==> src/rtl/sfx_pkg.sv <==
package sfx_pkg;

  localparam int          F32_W    = 32;
  localparam int          F32_MAN  = 23;
  localparam int          F32_BIAS = 127;
  localparam logic [31:0] F32_ONE  = 32'h3F80_0000;

  // Rebias a normal small exponent into the single-precision range.
  function automatic logic [7:0] norm_exp(input logic [7:0] small_e, input int bias);
    return 8'(int'(small_e) + F32_BIAS - bias);
  endfunction

  // Exponent of a normalised denormal whose leading one is at bit 'lead'.
  // value = m * 2^(1 - bias - mw); leading one lifts it by 'lead'.
  function automatic logic [7:0] denorm_exp(input int lead, input int mw, input int bias);
    return 8'(lead - mw + 1 - bias + F32_BIAS);
  endfunction

  // Left-align an mw-bit fraction into the 23-bit single-precision fraction.
  function automatic logic [22:0] align_frac(input logic [22:0] m, input int mw);
    return m << (F32_MAN - mw);
  endfunction

endpackage

==> src/rtl/sfx_lead_one.sv <==
module sfx_lead_one #(
  parameter int W  = 6,
  localparam int PW = (W > 1) ? $clog2(W) : 1
) (
  input  logic [W-1:0]  vec_i,
  output logic [PW-1:0] pos_o,
  output logic          any_o
);

  // Highest set bit wins: later iterations overwrite earlier ones.
  always_comb begin
    pos_o = '0;
    any_o = 1'b0;
    for (int i = 0; i < W; i++) begin
      if (vec_i[i]) begin
        pos_o = PW'(i);
        any_o = 1'b1;
      end
    end
  end

endmodule

==> src/rtl/sfx_field_decode.sv <==
module sfx_field_decode #(
  parameter int MW = 6,
  parameter int EW = 5,
  localparam int FW   = MW + EW,
  localparam int BIAS = (1 << (EW - 1)) - 1,
  localparam int PW   = (MW > 1) ? $clog2(MW) : 1
) (
  input  logic [FW-1:0] fld_i,
  output logic [31:0]   flt_o,
  output logic          zero_o,
  output logic          denorm_o,
  output logic          special_o
);
  import sfx_pkg::*;

  logic [MW-1:0] man;
  logic [EW-1:0] sexp;
  logic          exp_zero;
  logic          exp_max;
  logic [PW-1:0] lead_pos;
  logic          man_nz;
  logic [MW-1:0] man_hidden_cleared;
  logic [22:0]   frac_denorm;
  logic [22:0]   frac_plain;

  assign man      = fld_i[MW-1:0];
  assign sexp     = fld_i[FW-1:MW];
  assign exp_zero = (sexp == '0);
  assign exp_max  = &sexp;

  sfx_lead_one #(.W(MW)) u_lead (
    .vec_i (man),
    .pos_o (lead_pos),
    .any_o (man_nz)
  );

  // Events brought out for the checks in the top module.
  assign zero_o    = exp_zero && !man_nz;
  assign denorm_o  = exp_zero && man_nz;
  assign special_o = exp_max;

  always_comb begin
    man_hidden_cleared = man & ~({{(MW-1){1'b0}}, 1'b1} << lead_pos);
    frac_denorm        = 23'(man_hidden_cleared) << (F32_MAN - int'(lead_pos));
    frac_plain         = align_frac(23'(man), MW);
  end

  always_comb begin
    if (zero_o) begin
      flt_o = '0;
    end else if (denorm_o) begin
      flt_o = {1'b0, denorm_exp(int'(lead_pos), MW, BIAS), frac_denorm};
    end else if (exp_max) begin
      flt_o = {1'b0, 8'hFF, frac_plain};
    end else begin
      flt_o = {1'b0, norm_exp(8'(sexp), BIAS), frac_plain};
    end
  end

endmodule

==> src/rtl/rgb_pf_expand.sv <==
module rgb_pf_expand #(
  parameter int EXP_W  = 5,
  parameter int RED_MW = 6,
  parameter int GRN_MW = 6,
  parameter int BLU_MW = 5,
  localparam int WORD_W = RED_MW + GRN_MW + BLU_MW + 3 * EXP_W
) (
  input  logic              clk,
  input  logic              rst_n,
  input  logic              in_valid,
  input  logic [WORD_W-1:0] in_word,
  output logic              out_valid,
  output logic [31:0]       out_red,
  output logic [31:0]       out_green,
  output logic [31:0]       out_blue,
  output logic [31:0]       out_alpha
);
  import sfx_pkg::*;

  localparam int NCH  = 3;
  localparam int BIAS = (1 << (EXP_W - 1)) - 1;
  localparam int MW_A [NCH] = '{RED_MW, GRN_MW, BLU_MW};
  localparam int LO_A [NCH] = '{0, RED_MW + EXP_W, RED_MW + GRN_MW + 2 * EXP_W};

  logic [31:0]    dec [NCH];
  logic [NCH-1:0] zro;
  logic [NCH-1:0] den;
  logic [NCH-1:0] spc;

  for (genvar c = 0; c < NCH; c++) begin : g_ch
    localparam int FW = MW_A[c] + EXP_W;

    sfx_field_decode #(.MW(MW_A[c]), .EW(EXP_W)) u_fld (
      .fld_i     (in_word[LO_A[c] +: FW]),
      .flt_o     (dec[c]),
      .zero_o    (zro[c]),
      .denorm_o  (den[c]),
      .special_o (spc[c])
    );

    // a normalised denormal lands inside the exponent window its width allows
    assert_denorm_window_R5: assert property (@(posedge clk) disable iff (!rst_n)
      den[c] |-> (dec[c][30:23] >= denorm_exp(0, MW_A[c], BIAS)) &&
                 (dec[c][30:23] <= denorm_exp(MW_A[c] - 1, MW_A[c], BIAS)));

    // every special field leaves with the widened all-ones exponent
    assert_special_exp_R7: assert property (@(posedge clk) disable iff (!rst_n)
      spc[c] |-> dec[c][30:23] == 8'hFF);

    // an all-zero field yields positive zero
    assert_zero_out_R6: assert property (@(posedge clk) disable iff (!rst_n)
      zro[c] |-> dec[c] == 32'h0);

    // classes are exclusive, so a field is decoded by one path only
    assert_one_class_R4: assert property (@(posedge clk) disable iff (!rst_n)
      $onehot0({zro[c], den[c], spc[c]}));
  end

  always_ff @(posedge clk) begin
    if (!rst_n) begin
      out_valid <= 1'b0;
      out_red   <= '0;
      out_green <= '0;
      out_blue  <= '0;
    end else begin
      out_valid <= in_valid;
      if (in_valid) begin
        out_red   <= dec[0];
        out_green <= dec[1];
        out_blue  <= dec[2];
      end
    end
  end

  assign out_alpha = F32_ONE;

  // result valid tracks input valid one cycle later
  assert_valid_follow_R2: assert property (@(posedge clk) disable iff (!rst_n)
    in_valid |=> out_valid);
  assert_valid_quiet_R2: assert property (@(posedge clk) disable iff (!rst_n)
    !in_valid |=> !out_valid);

  // idle cycles leave the colour outputs untouched
  assert_hold_idle_R10: assert property (@(posedge clk) disable iff (!rst_n)
    !in_valid |=> $stable(out_red) && $stable(out_green) && $stable(out_blue));

  // no result ever carries a sign
  assert_sign_clear_R9: assert property (@(posedge clk) disable iff (!rst_n)
    !out_red[31] && !out_green[31] && !out_blue[31]);

endmodule

==> config.mk <==
export PLATFORM = sky130hd
export DESIGN_NAME = rgb_pf_expand
export DESIGN_NICKNAME = d
export VERILOG_FILES = /design/src/rtl/sfx_pkg.sv /design/src/rtl/sfx_lead_one.sv /design/src/rtl/sfx_field_decode.sv /design/src/rtl/rgb_pf_expand.sv
export SDC_FILE = /design/constraint.sdc
export NUM_CORES = 1
export LEC_CHECK = 0
export BUFFER_PORTS_ARGS = -buffer_cell sky130_fd_sc_hd__buf_2
export CAP_MARGIN = 30
export CORE_MARGIN = 2
export CORE_UTILIZATION = 30
export DETAILED_ROUTE_END_ITERATION = 8
export GPL_TIMING_DRIVEN = 0
export PLACE_DENSITY = 0.63
export SLEW_MARGIN = 20
export SYNTH_ARGS = -nofsm -noshare
export SYNTH_HDL_FRONTEND = slang
export SYNTH_SLANG_ARGS = --single-unit
==> constraint.sdc <==
create_clock -name clk -period 3.8 [get_ports clk]
set_input_delay 0.57 -clock clk [delete_from_list [all_inputs] [get_ports clk]]
set_output_delay 0.57 -clock clk [all_outputs]
set_load 0.02 [all_outputs]
==> flow_results.xml <==
<?xml version="1.0" encoding="UTF-8"?>
<metrics>
  <group name="synth">
    <metric name="synth_sequential_area_ratio" unit="%">28.96</metric>
    <metric name="synth.ff_latch_count" unit="">46</metric>
    <metric name="synth_flop_cell" unit="">dfxtp_1</metric>
    <metric name="number_of_unique_standard_cell_types_used_by_synthesis" unit="">59</metric>
    <metric name="yosysWarnings" unit="">0</metric>
    <metric name="synthArstFlopShare" unit="%">0</metric>
    <metric name="syn-instance-count" unit="">395</metric>
    <metric name="synth.avg_cell_area" unit="um^2">8.049</metric>
    <metric name="synth-edff-count" unit="">0</metric>
    <metric name="syn-cell-area" unit="um^2">3179</metric>
  </group>
  <group name="timing">
    <metric name="final_min_period_over_clock_period" unit="%">65.10</metric>
    <metric name="report.final.hold_viol_count" unit="">0</metric>
    <metric name="final_max_slew_viol_count" unit="">0</metric>
    <metric name="timing.slew.headroom" unit="%">54.81</metric>
    <metric name="setup_tns" unit="ns">0</metric>
    <metric name="period_minus_slack" unit="ns">2.474</metric>
    <metric name="worst_slew_pin_slew" unit="ns">0.6717</metric>
    <metric name="fin_worst_skew" unit="ns">0</metric>
    <metric name="setup_repair_after_global_routing_missed_its_margin" unit="">no</metric>
    <metric name="setup_viol" unit="">0</metric>
    <metric name="max_freq" unit="MHz">404.2</metric>
  </group>
  <group name="clock_tree">
    <metric name="skew_pair_late_insertion_delay" unit="ns">0.29</metric>
    <metric name="cts_buffer_depth" unit="">2</metric>
    <metric name="clockRootBuffer" unit="">clkbuf_8</metric>
    <metric name="total_cts_buffers" unit="">5</metric>
    <metric name="clk_pin_slew" unit="ns">0.09</metric>
    <metric name="clock_tree_from_tritoncts" unit="">yes</metric>
    <metric name="postCtsSetupRepairBufs" unit="">0</metric>
    <metric name="cts_sink_cnt" unit="">46</metric>
    <metric name="post_cts_resize_count" unit="">0</metric>
    <metric name="cts.htree.levels" unit="">2</metric>
    <metric name="hold_buffers" unit="">0</metric>
  </group>
  <group name="placed_design">
    <metric name="detailedPlacementHpwl" unit="um">6848</metric>
    <metric name="globalplace.congestion" unit="">0.8805</metric>
    <metric name="placement.io_buffers" unit="">77</metric>
    <metric name="dpl_cell_area" unit="um^2">4039</metric>
  </group>
  <group name="routing">
    <metric name="drt-pass1-iter-count" unit="">5</metric>
    <metric name="wirelength" unit="um">8612</metric>
    <metric name="route.met3.wl" unit="um">799</metric>
    <metric name="routed_via_density" unit="">4.369</metric>
    <metric name="maxUsedRoutingLayer" unit="">met4</metric>
    <metric name="route.antenna.remaining_nets" unit="">0</metric>
    <metric name="dr_total_vias" unit="">3045</metric>
    <metric name="detail_route.drc_violations" unit="">0</metric>
    <metric name="initialDrtViolationCount" unit="">130</metric>
    <metric name="routedWlPerCell" unit="um">12.36</metric>
    <metric name="wire_length_on_met1" unit="um">3746</metric>
    <metric name="met2_wirelength" unit="um">4019</metric>
  </group>
  <group name="final_layout">
    <metric name="layout.filler_cells" unit="">1122</metric>
    <metric name="postLayoutCellArea" unit="um^2">4148</metric>
    <metric name="postLayoutCoreUtil" unit="%">40.18</metric>
    <metric name="layout-area-overhead-vs-synth" unit="%">30.46</metric>
    <metric name="drive_above_1_share" unit="%">31.91</metric>
    <metric name="n_antenna_cell" unit="">0</metric>
    <metric name="final_cell_mix" unit="">buf_4, conb_1, buf_2, dfxtp_1, nand2_1</metric>
    <metric name="layout.nets" unit="">607</metric>
    <metric name="seqCellArea" unit="um^2">920.9</metric>
    <metric name="multiInputGateArea" unit="um^2">1793</metric>
  </group>
  <group name="critical_path">
    <metric name="r2r-end" unit="">out_green[21]$_SDFFE_PN0P_</metric>
    <metric name="rr_startpoint" unit="">out_green[21]$_SDFFE_PN0P_</metric>
    <metric name="setup.worst_path.start_class" unit="">input pin</metric>
    <metric name="crit_path_cell_trace" unit="">buf_2 -&gt; nor2_1 -&gt; inv_1 -&gt; nor2_1 -&gt; inv_1 -&gt; ha_1 -&gt; or4b_2 -&gt; nand3_1 -&gt; a22oi_1 -&gt; a21oi_1</metric>
    <metric name="worstSetupPathType" unit="">input pin to register</metric>
    <metric name="worstPathArrival" unit="ns">2.71</metric>
    <metric name="reg2reg_setup_slack" unit="ns">2.85</metric>
    <metric name="cpLargestDelayFamily" unit="">simple AND/OR/NAND/NOR gates</metric>
    <metric name="worst-path-max-fanout" unit="">8</metric>
    <metric name="cp_slowest_stage_delay" unit="ns">0.61</metric>
    <metric name="critical_path.slowest_cell" unit="">or4b_2</metric>
    <metric name="critical_path_buf_inv_count" unit="">3</metric>
    <metric name="critical_path_cell_count" unit="">10</metric>
    <metric name="timing.reg2reg.worst_path_depth" unit="">3</metric>
    <metric name="endpoint_kind" unit="">register</metric>
    <metric name="cp.required" unit="ns">4.04</metric>
  </group>
  <group name="die">
    <metric name="chipHeight" unit="um">106.9</metric>
    <metric name="floorplan.rows" unit="">37</metric>
    <metric name="die_outline_width" unit="um">106.9</metric>
    <metric name="floorplan.core_area" unit="um^2">10320</metric>
    <metric name="io-pin-count" unit="">164</metric>
    <metric name="start_util" unit="%">30.80</metric>
    <metric name="dieArea" unit="um^2">11440</metric>
  </group>
  <group name="run">
    <metric name="maxCapViolCount" unit="">0</metric>
  </group>
  <group name="min_path">
    <metric name="hold_path_depth" unit="">2</metric>
    <metric name="hp-class" unit="">register to register</metric>
    <metric name="worst_hold_path.endpoint" unit="">out_blue[28]$_SDFFE_PN0P_</metric>
    <metric name="hp-start" unit="">out_blue[28]$_SDFFE_PN0P_</metric>
  </group>
  <group name="grt">
    <metric name="global_route.overflow_total" unit="">0</metric>
    <metric name="grt_pass1_wl" unit="um">13360</metric>
    <metric name="grt_antenna_before_repair" unit="">0</metric>
    <metric name="first_global_vias" unit="">2586</metric>
    <metric name="grtUsageTotal" unit="%">14.55</metric>
    <metric name="grt_max_degree" unit="">15</metric>
  </group>
  <group name="power_and_ir_drop">
    <metric name="pwr_density_cell" unit="nW/um^2">305.5</metric>
    <metric name="power.static_leakage" unit="nW">2.206</metric>
    <metric name="vdd_ir_drop_max" unit="V">0.0001270</metric>
  </group>
  <group name="outcome">
    <metric name="outcome" unit="">completed</metric>
  </group>
</metrics>
[sequential cells by signal, indices dropped and copies added (netlist names)]
name,cells
out_valid,1
out_green,15
out_red,15
out_blue,15
[cell families after synthesis]
group,synth area share (%)
flops,28.96
compound gates,21.96
xor+xnor,0.5511
simple gates,17.63
buf+inv,24.20
other cells,0.2362
mux,1.259
fa+ha+maj,5.195
[report_power, final]
group          internal (mW)  total [mW]  switching [mW]
Clock                  0.194       0.363           0.169
Combinational          0.144       0.380           0.236
Sequential             0.510       0.525          0.0144
Total                  0.848        1.27           0.420
[Yosys cell counts (all sizes together) (4+ instances only)]
| cell type | n | area share [%] |
|---|---|---|
| a22o | 6 | 1.7 |
| nor2b | 20 | 3.9 |
| dfxtp | 46 | 29 |
| nor2 | 12 | 1.4 |
| nand3 | 6 | 0.94 |
| buf | 87 | 20 |
| inv | 22 | 2.6 |
| clkbuf | 12 | 1.4 |
| nand4 | 5 | 0.98 |
| nand2 | 34 | 4.0 |
| a21oi | 20 | 3.1 |
| a21o | 5 | 1.2 |
| nor4 | 4 | 0.98 |
| a31oi | 12 | 2.4 |
| ha | 10 | 3.9 |
| and2 | 5 | 0.98 |
| mux2i | 4 | 1.3 |
| o21ai | 28 | 4.4 |
[area by class of cell]
class                           instances  area share, %
Timing Repair Buffer                   77          9.291
Multi-Input combinational cell        309          43.23
Tap cell                              136          4.103
Clock buffer                            5          1.659
Inverter                               22          1.991
Clock inverter                          3         0.9653
Sequential cell                        46          22.20
Buffer                                 99          16.56
[how the worst max path moves through the flow]
stage                                       to        start  slack [ns]
floorplan           out_green[20]$_SDFFE_PN0P_  in_word[16]        1.40
global placement    out_green[20]$_SDFFE_PN0P_  in_word[15]        1.03
detailed placement  out_green[20]$_SDFFE_PN0P_  in_word[15]        1.00
CTS                 out_green[20]$_SDFFE_PN0P_  in_word[15]        1.31
global route        out_green[20]$_SDFFE_PN0P_  in_word[15]        1.19
finish              out_green[20]$_SDFFE_PN0P_  in_word[15]        1.33
[per-layer routing]
| metal | global-route usage (%) | vias to the layer above |
|---|---|---|
| li1 | - | 1535 |
| met1 | 19.81 | 1355 |
| met2 | 23.29 | 146 |
| met3 | 3.891 | 9 |
| met4 | 2.690 | 0 |
| met5 | 0 | - |
[through the flow]
step / hold WS (ns) / std cells / setup slack (ns) / power (mW)
global route: 0.4683 / 697 / 1.191 / 1.341
detailed placement: 0.4350 / 689 / 1.002 / 0.9114
finish: 0.4524 / 697 / 1.326 / 1.267
floorplan: 0.5206 / 476 / 1.402 / 0.8146
CTS: 0.4577 / 697 / 1.314 / 1.275
global placement: 0.4327 / 689 / 1.035 / 0.9089
[worst register-to-register path, cell delays in order, from the launching register on]
cell	delay (ns)
dfxtp_1	0.32
a222oi_1	0.24
nand4_1	0.14
o211a_1	0.15
Power figures use the tool's default switching activity.
